<file path="src/rtl/intr_field_pkg.sv">
package intr_field_pkg;

  typedef enum logic [1:0] {
    CAP_LEVEL = 2'd0,
    CAP_RISE  = 2'd1,
    CAP_FALL  = 2'd2,
    CAP_BOTH  = 2'd3
  } cap_mode_e;

  typedef enum logic [1:0] {
    HOLD_FOLLOW = 2'd0,
    HOLD_PER_BIT = 2'd1,
    HOLD_WHOLE  = 2'd2,
    HOLD_RSVD   = 2'd3
  } hold_mode_e;

  typedef enum logic [1:0] {
    QUAL_NONE   = 2'd0,
    QUAL_MASK   = 2'd1,
    QUAL_ENABLE = 2'd2
  } qual_kind_e;

endpackage

</file>
<file path="src/rtl/intr_edge_detect.sv">
module intr_edge_detect
  import intr_field_pkg::*;
#(
  parameter int WIDTH = 4
) (
  input  logic             clk,
  input  logic             rst_n,
  input  cap_mode_e        mode_i,
  input  logic [WIDTH-1:0] trig_i,
  output logic [WIDTH-1:0] ev_o
);

  logic [WIDTH-1:0] trig_q;

  // previous trigger value, cleared by the field reset
  always_ff @(posedge clk or negedge rst_n) begin
    if (!rst_n) trig_q <= '0;
    else        trig_q <= trig_i;
  end

  function automatic logic [WIDTH-1:0] pick_events(
    input logic [WIDTH-1:0] cur,
    input logic [WIDTH-1:0] prev,
    input cap_mode_e        mode
  );
    case (mode)
      CAP_RISE: return cur & ~prev;
      CAP_FALL: return ~cur & prev;
      CAP_BOTH: return cur ^ prev;
      default:  return cur;
    endcase
  endfunction

  assign ev_o = pick_events(trig_i, trig_q, mode_i);

  // a rising event never appears on a bit that is low now
  assert_rise_needs_high_R4: assert property (@(posedge clk) disable iff (!rst_n)
    (mode_i == CAP_RISE) |-> ((ev_o & ~trig_i) == '0));

  // a falling event never appears on a bit that is high now
  assert_fall_needs_low_R5: assert property (@(posedge clk) disable iff (!rst_n)
    (mode_i == CAP_FALL) |-> ((ev_o & trig_i) == '0));

endmodule

</file>
<file path="src/rtl/intr_status_latch.sv">
module intr_status_latch
  import intr_field_pkg::*;
#(
  parameter int WIDTH = 4
) (
  input  logic             clk,
  input  logic             rst_n,
  input  hold_mode_e       mode_i,
  input  logic [WIDTH-1:0] trig_i,
  input  logic [WIDTH-1:0] ev_i,
  input  logic             clr_we_i,
  input  logic [WIDTH-1:0] clr_data_i,
  output logic [WIDTH-1:0] status_o,
  output logic             field_hit_o
);

  logic [WIDTH-1:0] clr_vec;
  logic [WIDTH-1:0] status_d;

  assign clr_vec     = clr_we_i ? clr_data_i : '0;
  assign field_hit_o = |ev_i;

  function automatic logic [WIDTH-1:0] next_status(
    input hold_mode_e       mode,
    input logic [WIDTH-1:0] cur,
    input logic [WIDTH-1:0] trig,
    input logic [WIDTH-1:0] ev,
    input logic [WIDTH-1:0] clr,
    input logic             hit
  );
    case (mode)
      HOLD_PER_BIT: return (cur & ~clr) | ev;
      HOLD_WHOLE:   return hit ? trig : (cur & ~clr);
      default:      return trig;
    endcase
  endfunction

  assign status_d = next_status(mode_i, status_o, trig_i, ev_i, clr_vec, field_hit_o);

  always_ff @(posedge clk or negedge rst_n) begin
    if (!rst_n) status_o <= '0;
    else        status_o <= status_d;
  end

  assert_follow_copies_R2: assert property (@(posedge clk) disable iff (!rst_n)
    (mode_i == HOLD_FOLLOW) |=> (status_o == $past(trig_i)));

  assert_event_sets_bit_R7: assert property (@(posedge clk) disable iff (!rst_n)
    (mode_i == HOLD_PER_BIT) |=> ((status_o & $past(ev_i)) == $past(ev_i)));

  assert_whole_load_R8: assert property (@(posedge clk) disable iff (!rst_n)
    (mode_i == HOLD_WHOLE && field_hit_o) |=> (status_o == $past(trig_i)));

  assert_clear_drops_R9: assert property (@(posedge clk) disable iff (!rst_n)
    (mode_i == HOLD_PER_BIT && clr_we_i)
      |=> ((status_o & $past(clr_data_i & ~ev_i)) == '0));

  assert_event_beats_clear_R10: assert property (@(posedge clk) disable iff (!rst_n)
    (mode_i == HOLD_PER_BIT && clr_we_i && ((clr_data_i & ev_i) != '0))
      |=> ((status_o & $past(clr_data_i & ev_i)) != '0));

endmodule

</file>
<file path="src/rtl/intr_qualify.sv">
module intr_qualify
  import intr_field_pkg::*;
#(
  parameter int         WIDTH = 4,
  parameter qual_kind_e KIND  = QUAL_MASK
) (
  input  logic [WIDTH-1:0] status_i,
  input  logic [WIDTH-1:0] qual_i,
  output logic [WIDTH-1:0] out_o,
  output logic             any_o
);

  generate
    if (KIND == QUAL_MASK) begin : g_mask
      assign out_o = status_i & ~qual_i;
    end else if (KIND == QUAL_ENABLE) begin : g_enable
      assign out_o = status_i & qual_i;
    end else begin : g_raw
      logic [WIDTH-1:0] unused_qual;
      assign unused_qual = qual_i;
      assign out_o = status_i;
    end
  endgenerate

  assign any_o = |out_o;

endmodule

</file>
<file path="src/rtl/intr_status_field.sv">
module intr_status_field
  import intr_field_pkg::*;
#(
  parameter int         WIDTH     = 4,
  parameter qual_kind_e IRQ_QUAL  = QUAL_MASK,
  parameter qual_kind_e HALT_QUAL = QUAL_ENABLE
) (
  input  logic             clk,
  input  logic             rst_n,
  input  logic [1:0]       cap_mode_i,
  input  logic [1:0]       hold_mode_i,
  input  logic [WIDTH-1:0] trig_i,
  input  logic             clr_we_i,
  input  logic [WIDTH-1:0] clr_data_i,
  input  logic [WIDTH-1:0] mask_i,
  input  logic [WIDTH-1:0] halt_qual_i,
  output logic [WIDTH-1:0] status_o,
  output logic [WIDTH-1:0] irq_o,
  output logic [WIDTH-1:0] halt_o,
  output logic             irq_any_o,
  output logic             halt_any_o
);

  cap_mode_e        cap_mode;
  hold_mode_e       hold_mode;
  logic [WIDTH-1:0] trig_event;
  logic             field_hit;

  assign cap_mode  = cap_mode_e'(cap_mode_i);
  assign hold_mode = hold_mode_e'(hold_mode_i);

  intr_edge_detect #(.WIDTH(WIDTH)) u_edge (
    .clk    (clk),
    .rst_n  (rst_n),
    .mode_i (cap_mode),
    .trig_i (trig_i),
    .ev_o   (trig_event)
  );

  intr_status_latch #(.WIDTH(WIDTH)) u_latch (
    .clk         (clk),
    .rst_n       (rst_n),
    .mode_i      (hold_mode),
    .trig_i      (trig_i),
    .ev_i        (trig_event),
    .clr_we_i    (clr_we_i),
    .clr_data_i  (clr_data_i),
    .status_o    (status_o),
    .field_hit_o (field_hit)
  );

  intr_qualify #(.WIDTH(WIDTH), .KIND(IRQ_QUAL)) u_irq_qual (
    .status_i (status_o),
    .qual_i   (mask_i),
    .out_o    (irq_o),
    .any_o    (irq_any_o)
  );

  intr_qualify #(.WIDTH(WIDTH), .KIND(HALT_QUAL)) u_halt_qual (
    .status_i (status_o),
    .qual_i   (halt_qual_i),
    .out_o    (halt_o),
    .any_o    (halt_any_o)
  );

  assert_irq_within_status_R11: assert property (@(posedge clk) disable iff (!rst_n)
    ((irq_o & ~status_o) == '0));

  assert_halt_within_status_R12: assert property (@(posedge clk) disable iff (!rst_n)
    ((halt_o & ~status_o) == '0));

  assert_any_tracks_bits_R13: assert property (@(posedge clk) disable iff (!rst_n)
    (irq_any_o == (irq_o != '0)) && (halt_any_o == (halt_o != '0)));

  assert_whole_hit_loads_R8: assert property (@(posedge clk) disable iff (!rst_n)
    (hold_mode == HOLD_WHOLE && field_hit) |=> (status_o == $past(trig_i)));

endmodule

</file>
<file path="config.mk">
export PLATFORM = sky130hd
export DESIGN_NAME = intr_status_field
export DESIGN_NICKNAME = d
export VERILOG_FILES = /design/src/rtl/intr_field_pkg.sv /design/src/rtl/intr_edge_detect.sv /design/src/rtl/intr_status_latch.sv /design/src/rtl/intr_qualify.sv /design/src/rtl/intr_status_field.sv
export SDC_FILE = /design/constraint.sdc
export NUM_CORES = 1
export LEC_CHECK = 0
export ABC_AREA = 1
export BUFFER_PORTS_ARGS = -buffer_cell sky130_fd_sc_hd__buf_2
export CORE_UTILIZATION = 30
export DETAILED_ROUTE_END_ITERATION = 12
export GPL_TIMING_DRIVEN = 0
export PLACE_DENSITY = 0.59
export SYNTH_ARGS = -nofsm -noshare
export SYNTH_HDL_FRONTEND = slang
export SYNTH_SLANG_ARGS = --single-unit
</file>
<file path="constraint.sdc">
create_clock -name clk -period 2.1 [get_ports clk]
set_clock_uncertainty 0.2 [all_clocks]
set_input_delay 0.42 -clock clk [delete_from_list [all_inputs] [get_ports clk]]
set_output_delay 0.42 -clock clk [all_outputs]
set_load 0.03 [all_outputs]
</file>
Word-level counts from Yosys, hierarchy flattened
Cells that the tools add are included.

Register bits: 8. Input port bits: 23. Word-level logic and storage cells: 25.

Equal/unequal tests: 5. Mux-type cells: 4. Bitwise operators: 11. Reductions and logical operators: 3.

Operators by type and width (number): bitwise AND 4 bit (5); inverter 4 bit (4); case mux 4 bit (3 select lines) (1); OR reduction 4 bit (3); 2-to-1 mux 4 bit (2); case mux 4 bit (2 select lines) (1); equality test 2 bit (second input constant) (3); equality test 2 x 1 -> 1 bit (second input constant) (2); OR 4 bit (1); XOR 4 bit (1).

Depth between registers and ports, before layout
Depth in word-level cells: 6. Gate-level depth with buffers: 12. Mapped depth without buffers: 12.

Cells and area by module
Synthesis repeated with hierarchy kept, for this count alone.

Cells, all modules: 133. Area, all modules: 848.3 um^2.

By module, submodules not included: intr_edge_detect (times used 1, cells each 47, area an instance 392.9 um^2, sequential area each 100.1 um^2); intr_status_latch (times used 1, cells each 56, area an instance 340.3 um^2, sequential area each 100.1 um^2); intr_qualify at u_irq_qual (times used 1, cells each 17, area an instance 66.3 um^2, sequential area each 0.0 um^2); intr_qualify at u_halt_qual (times used 1, cells each 13, area an instance 48.8 um^2, sequential area each 0.0 um^2).

Worst setup path before layout
Ideal clock, no wire load.

Path kind: register to output. Start point: reg u_latch.status_o[1]. End point: out irq_any_o. Data arrival time: 1.424 ns. Required time: 1.480 ns. Slack: 0.056 ns. Cell stages (with the launch flop): 4. Path buffers: 0. Cell sequence: dfrtp_1 > inv_1 > nor2_1 > or4_1.

Longest elaborated chain between the ends: 2.

Ends and longest elaborated chain: from (decl) (RTL line intr_status_latch.sv:13) `output logic [WIDTH-1:0] status_o,`; from (signal assigned) (RTL line intr_status_latch.sv:42) `else status_o <= status_d;`; bitwise AND 4 bit (RTL line intr_qualify.sv:15) `assign out_o = status_i & ~qual_i;`; named net irq_o[1] (RTL line intr_status_field.sv:18) `output logic [WIDTH-1:0] irq_o,`; OR reduction 4 bit (RTL line intr_qualify.sv:25) `assign any_o = |out_o;`; to (decl) (RTL line intr_status_field.sv:20) `output logic irq_any_o,`.

The timed path passes the listed nets, and every way through them passes these cells.

Worst setup path in the final report
Start point: reg u_latch.status_o[1]. End point: out irq_any_o.

Longest elaborated chain between the ends: 2.

Ends and longest elaborated chain (RTL line): bitwise AND 4 bit (intr_qualify.sv:15); OR reduction 4 bit (intr_qualify.sv:25).

No other way between the ends.

==> impl_summary.md <==
Pwr
The clock share of power is 0.196. The ratio of total power to cell area is around 540 mW/mm2. The switching fraction of total power is 0.4257. Of the total power, registers draw 0.303. The analysis attributes to cell leakage a power of 0.6604 nW.

The internal power is 345.0 uW. The worst vdd rail ir drop is 0.0003393 V. Of the total power, combinational logic draws 0.501. The switching component of the power is 255.8 uW. The total chip power is 600.8 uW.

Yosys
The number of different library cells used by synthesis comes to 22. Yosys attributes the largest share of cell area to sky130_fd_sc_hd__dfrtp_1 24%, sky130_fd_sc_hd__ha_1 15%, sky130_fd_sc_hd__nand2_1 12%. The synthesized netlist occupies a cell area of 835.8 um2. The post-synthesis net count is 152.

The instance count of the mapped netlist is 119. The cell accounting for the most synthesized area is sky130_fd_sc_hd__dfrtp_1. Counting flops with a built-in enable in the synthesized netlist gives 0. The yosys synthesis warning count is 0. The sequential share of the synthesized area is 0.2395. The async set or reset register ratio after synthesis is 1.000. The post-synthesis sequential element count is 8. The average instance in the mapped netlist occupies 7.024 um2. The top-area cell type share of the netlist area is 0.2395.

The cell with the most instances after synthesis is sky130_fd_sc_hd__nand2_1. The dominant synthesized flop cell is sky130_fd_sc_hd__dfrtp_1. Counting instances in the post-synthesis netlist gives the leading cell types as 26 x sky130_fd_sc_hd__nand2_1, 23 x sky130_fd_sc_hd__inv_1, 13 x sky130_fd_sc_hd__nand3_1.

Clocking
Clock-pin slew was measured on the worst setup and hold paths at 0.05 ns. The H-tree depth reported by CTS is 1. The tree is rooted in a sky130_fd_sc_hd__clkbuf_4. Clock latency on the worst-skew pair, taken at its later pin, is 0.26 ns. The count of clock tree sinks is 8. TritonCTS built the clock tree. The maximum buffer depth of the clock tree is 2. The number of clock buffers added by TritonCTS is 3.

Setup path
Walking the worst path, the cells encountered are inv_1 -> nor2_1 -> or4_1 -> buf_6. The data arrival time at the worst-slack endpoint is around 1.4 ns. The cell depth of the worst setup path is 4. The largest single stage delay on the critical path is 0.54 ns. Tracing the worst setup path back leads to its startpoint at u_latch.status_o[1]$_DFF_PN0_. The count of cells along the worst register-to-register path is 10. Setup slack on the worst reg-to-reg path comes out at 0.34 ns. Along the worst path, the maximum fanout reaches 3.

The number of buffers and inverters on the critical path is 2. The worst setup path is captured at a primary output. The startpoint identified for the worst register-to-register timing path is u_edge.trig_q[3]$_DFF_PN0_. The startpoint type of the worst setup path is a flop. The worst path required time is roughly 1.5 ns. The critical path in this run is classified as flop to primary output. The family with the most delay on the worst path is simple AND/OR/NAND/NOR gates.

The cell with the biggest individual delay on the critical path is sky130_fd_sc_hd__or4_1.

Floorplanning
The overall die area is 0.003001 mm2. During I/O placement, the number of pins put on the boundary was 37. The die height is around 55 um. The starting density of the core is 0.3284.

The horizontal die dimension is 54.78 um. The floorplan has 18 rows. The total area inside the core boundary comes to 0.002545 mm2.

Drt
The first-pass iteration count of the detailed router is 4. The via count is 877. Wires add up to 2.012 mm.

The detailed-route wire length per cell is about 11 um. Using the TritonRoute via totals, the vias-per-cell ratio works out to 4.592. The first routing iteration left 17 violations.

The number of remaining DRC errors is 0. The count of nets left with antenna violations once routing finished came out at 0.

Flow run
Max-cap violations in this run came to 0.

Finish
The final-stage net count is slightly below 200. The count of fill cells added during filler insertion is 263. Compared with the post-synthesis result, the final layout area differs by 33.08%.

The number of inserted diodes is 0. The ratio of cells with drive above 1 in the final layout is 0.3727.

STA
Hold timing on the final database bottoms out at a slack of 0.1159 ns. Timing would allow up to roughly 480 MHz. The worst path needs about 2.1 ns of the cycle, external delays included. The final count of pins violating max slew is 0.

For the final routed database, the setup TNS stands at 0 ns. Measured against its own limit, the worst slew margin works out to 0.8623. Setup repair after global routing could not meet its margin everywhere. The worst-case setup margin in the final layout is ~0.038 ns. Dividing the final minimum period by the clock period gives 0.9820.

The final count of negative-setup-slack endpoints is 0. At the pin with the least slew margin, the transition time is 0.2050 ns. The count of final hold-check violations is 0.

Hold path
The hold-critical path depth is 1. In this run the most critical hold path is launched from trig_i[0]. The type of the most critical hold path is input port to flop.

Global routing
The number of global-route vias before repair was 760. The largest net degree at the start of global routing is 11. The initial antenna violation count was 0.

The combined global-route utilization of all metal layers is 0.1502. The wire length of the first global-routing pass is 3.201 mm. The total global routing overflow is 0.

Placed design
Prior to clock tree synthesis, the placed netlist has a worst setup slack of 0.08885 ns. The placed wire-length estimate after detailed placement is between 1.5 and 2 mm. The congestion estimate from routability-driven global placement came to 0.8758. Input and output buffers added on the ports amount to 35.

Outcome
The run finished with clean final reports.
==> per-stage QoR <==
step,instances,cell area (um2),utilization
2_1_floorplan,119,835.8,-
3_3_place_gp,184,1049,0.4120
3_5_place_dp,184,1049,0.4120
4_1_cts,188,1081,0.4248
5_1_grt,191,1112,0.4371
6_report,191,1112,0.4371
==> path summary, 6_finish.rpt <==
check	to
worst max-delay path	irq_any_o
worst min-delay path	u_edge.trig_q[0]$_DFF_PN0_
worst max register to register	u_latch.status_o[1]$_DFF_PN0_
worst min register to register	u_latch.status_o[3]$_DFF_PN0_
max in group asynchronous	u_edge.trig_q[3]$_DFF_PN0_
min in group asynchronous	u_edge.trig_q[1]$_DFF_PN0_
==> cell usage in the layout (no fill, tap or decap), types with 4 or more instances in the layout <==
| cell | n |
|---|---|
| sky130_fd_sc_hd__a21oi_1 | 4 |
| sky130_fd_sc_hd__a21oi_2 | 4 |
| sky130_fd_sc_hd__buf_2 | 34 |
| sky130_fd_sc_hd__dfrtp_1 | 8 |
| sky130_fd_sc_hd__ha_1 | 10 |
| sky130_fd_sc_hd__inv_1 | 23 |
| sky130_fd_sc_hd__nand2_1 | 26 |
| sky130_fd_sc_hd__nand3_1 | 13 |
| sky130_fd_sc_hd__nor2_1 | 7 |
| sky130_fd_sc_hd__o21ai_1 | 4 |
==> registers in the layout, indices dropped and copies added (netlist names) <==
name / count
u_latch.status_o: 4
u_edge.trig_q: 4
==> cell families (layout without fill, tap and decap cells) <==
logic type | count (synthesis) | in the layout | synth area share
AOI/OAI and AO/OA | 14 | 14 | 0.1138
DFF | 8 | 8 | 0.2395
adders and majority gates | 10 | 10 | 0.1497
and+or+nand+nor | 61 | 61 | 0.3593
buffers and inverters | 26 | 68 | 0.1377
==> power by group through the flow <==
| stage | clock network [mW] | registers, mW | logic, mW |
|---|---|---|---|
| 2_1_floorplan | 0 | 0.207 | 0.175 |
| 3_3_place_gp | 0 | 0.187 | 0.275 |
| 3_5_place_dp | 0 | 0.187 | 0.280 |
| 4_1_cts | 0.124 | 0.184 | 0.282 |
| 5_1_grt | 0.137 | 0.184 | 0.334 |
| 6_report | 0.118 | 0.182 | 0.301 |
==> what timing repair did <==
action	CTS	global route
endpoints found under the hold margin	8	0
hold buffers	1	0
setup buffers	0	3
endpoints found under the setup margin	0	1
resized for setup	0	4
==> layout make-up <==
type	instances	area [um2]	share of cell area
Buffer	2	22.52	0.02025
Clock buffer	3	22.52	0.02025
Inverter	24	92.59	0.08324
Multi-Input combinational cell	85	523.0	0.4702
Sequential cell	8	200.2	0.1800
Tap cell	30	37.54	0.03375
Timing Repair Buffer	39	214.0	0.1924
==> metal layers <==
layer,share of wire,vias to the layer above,track usage,wire (um)
met1,0.42,403,0.2020,849
met4,0.0050,0,0.02564,10
met5,0,-,0,0
li1,-,460,-,-
met2,0.52,12,0.2309,1051
met3,0.050,2,0.05278,101
No activity file was read; power rests on OpenSTA's default activity.
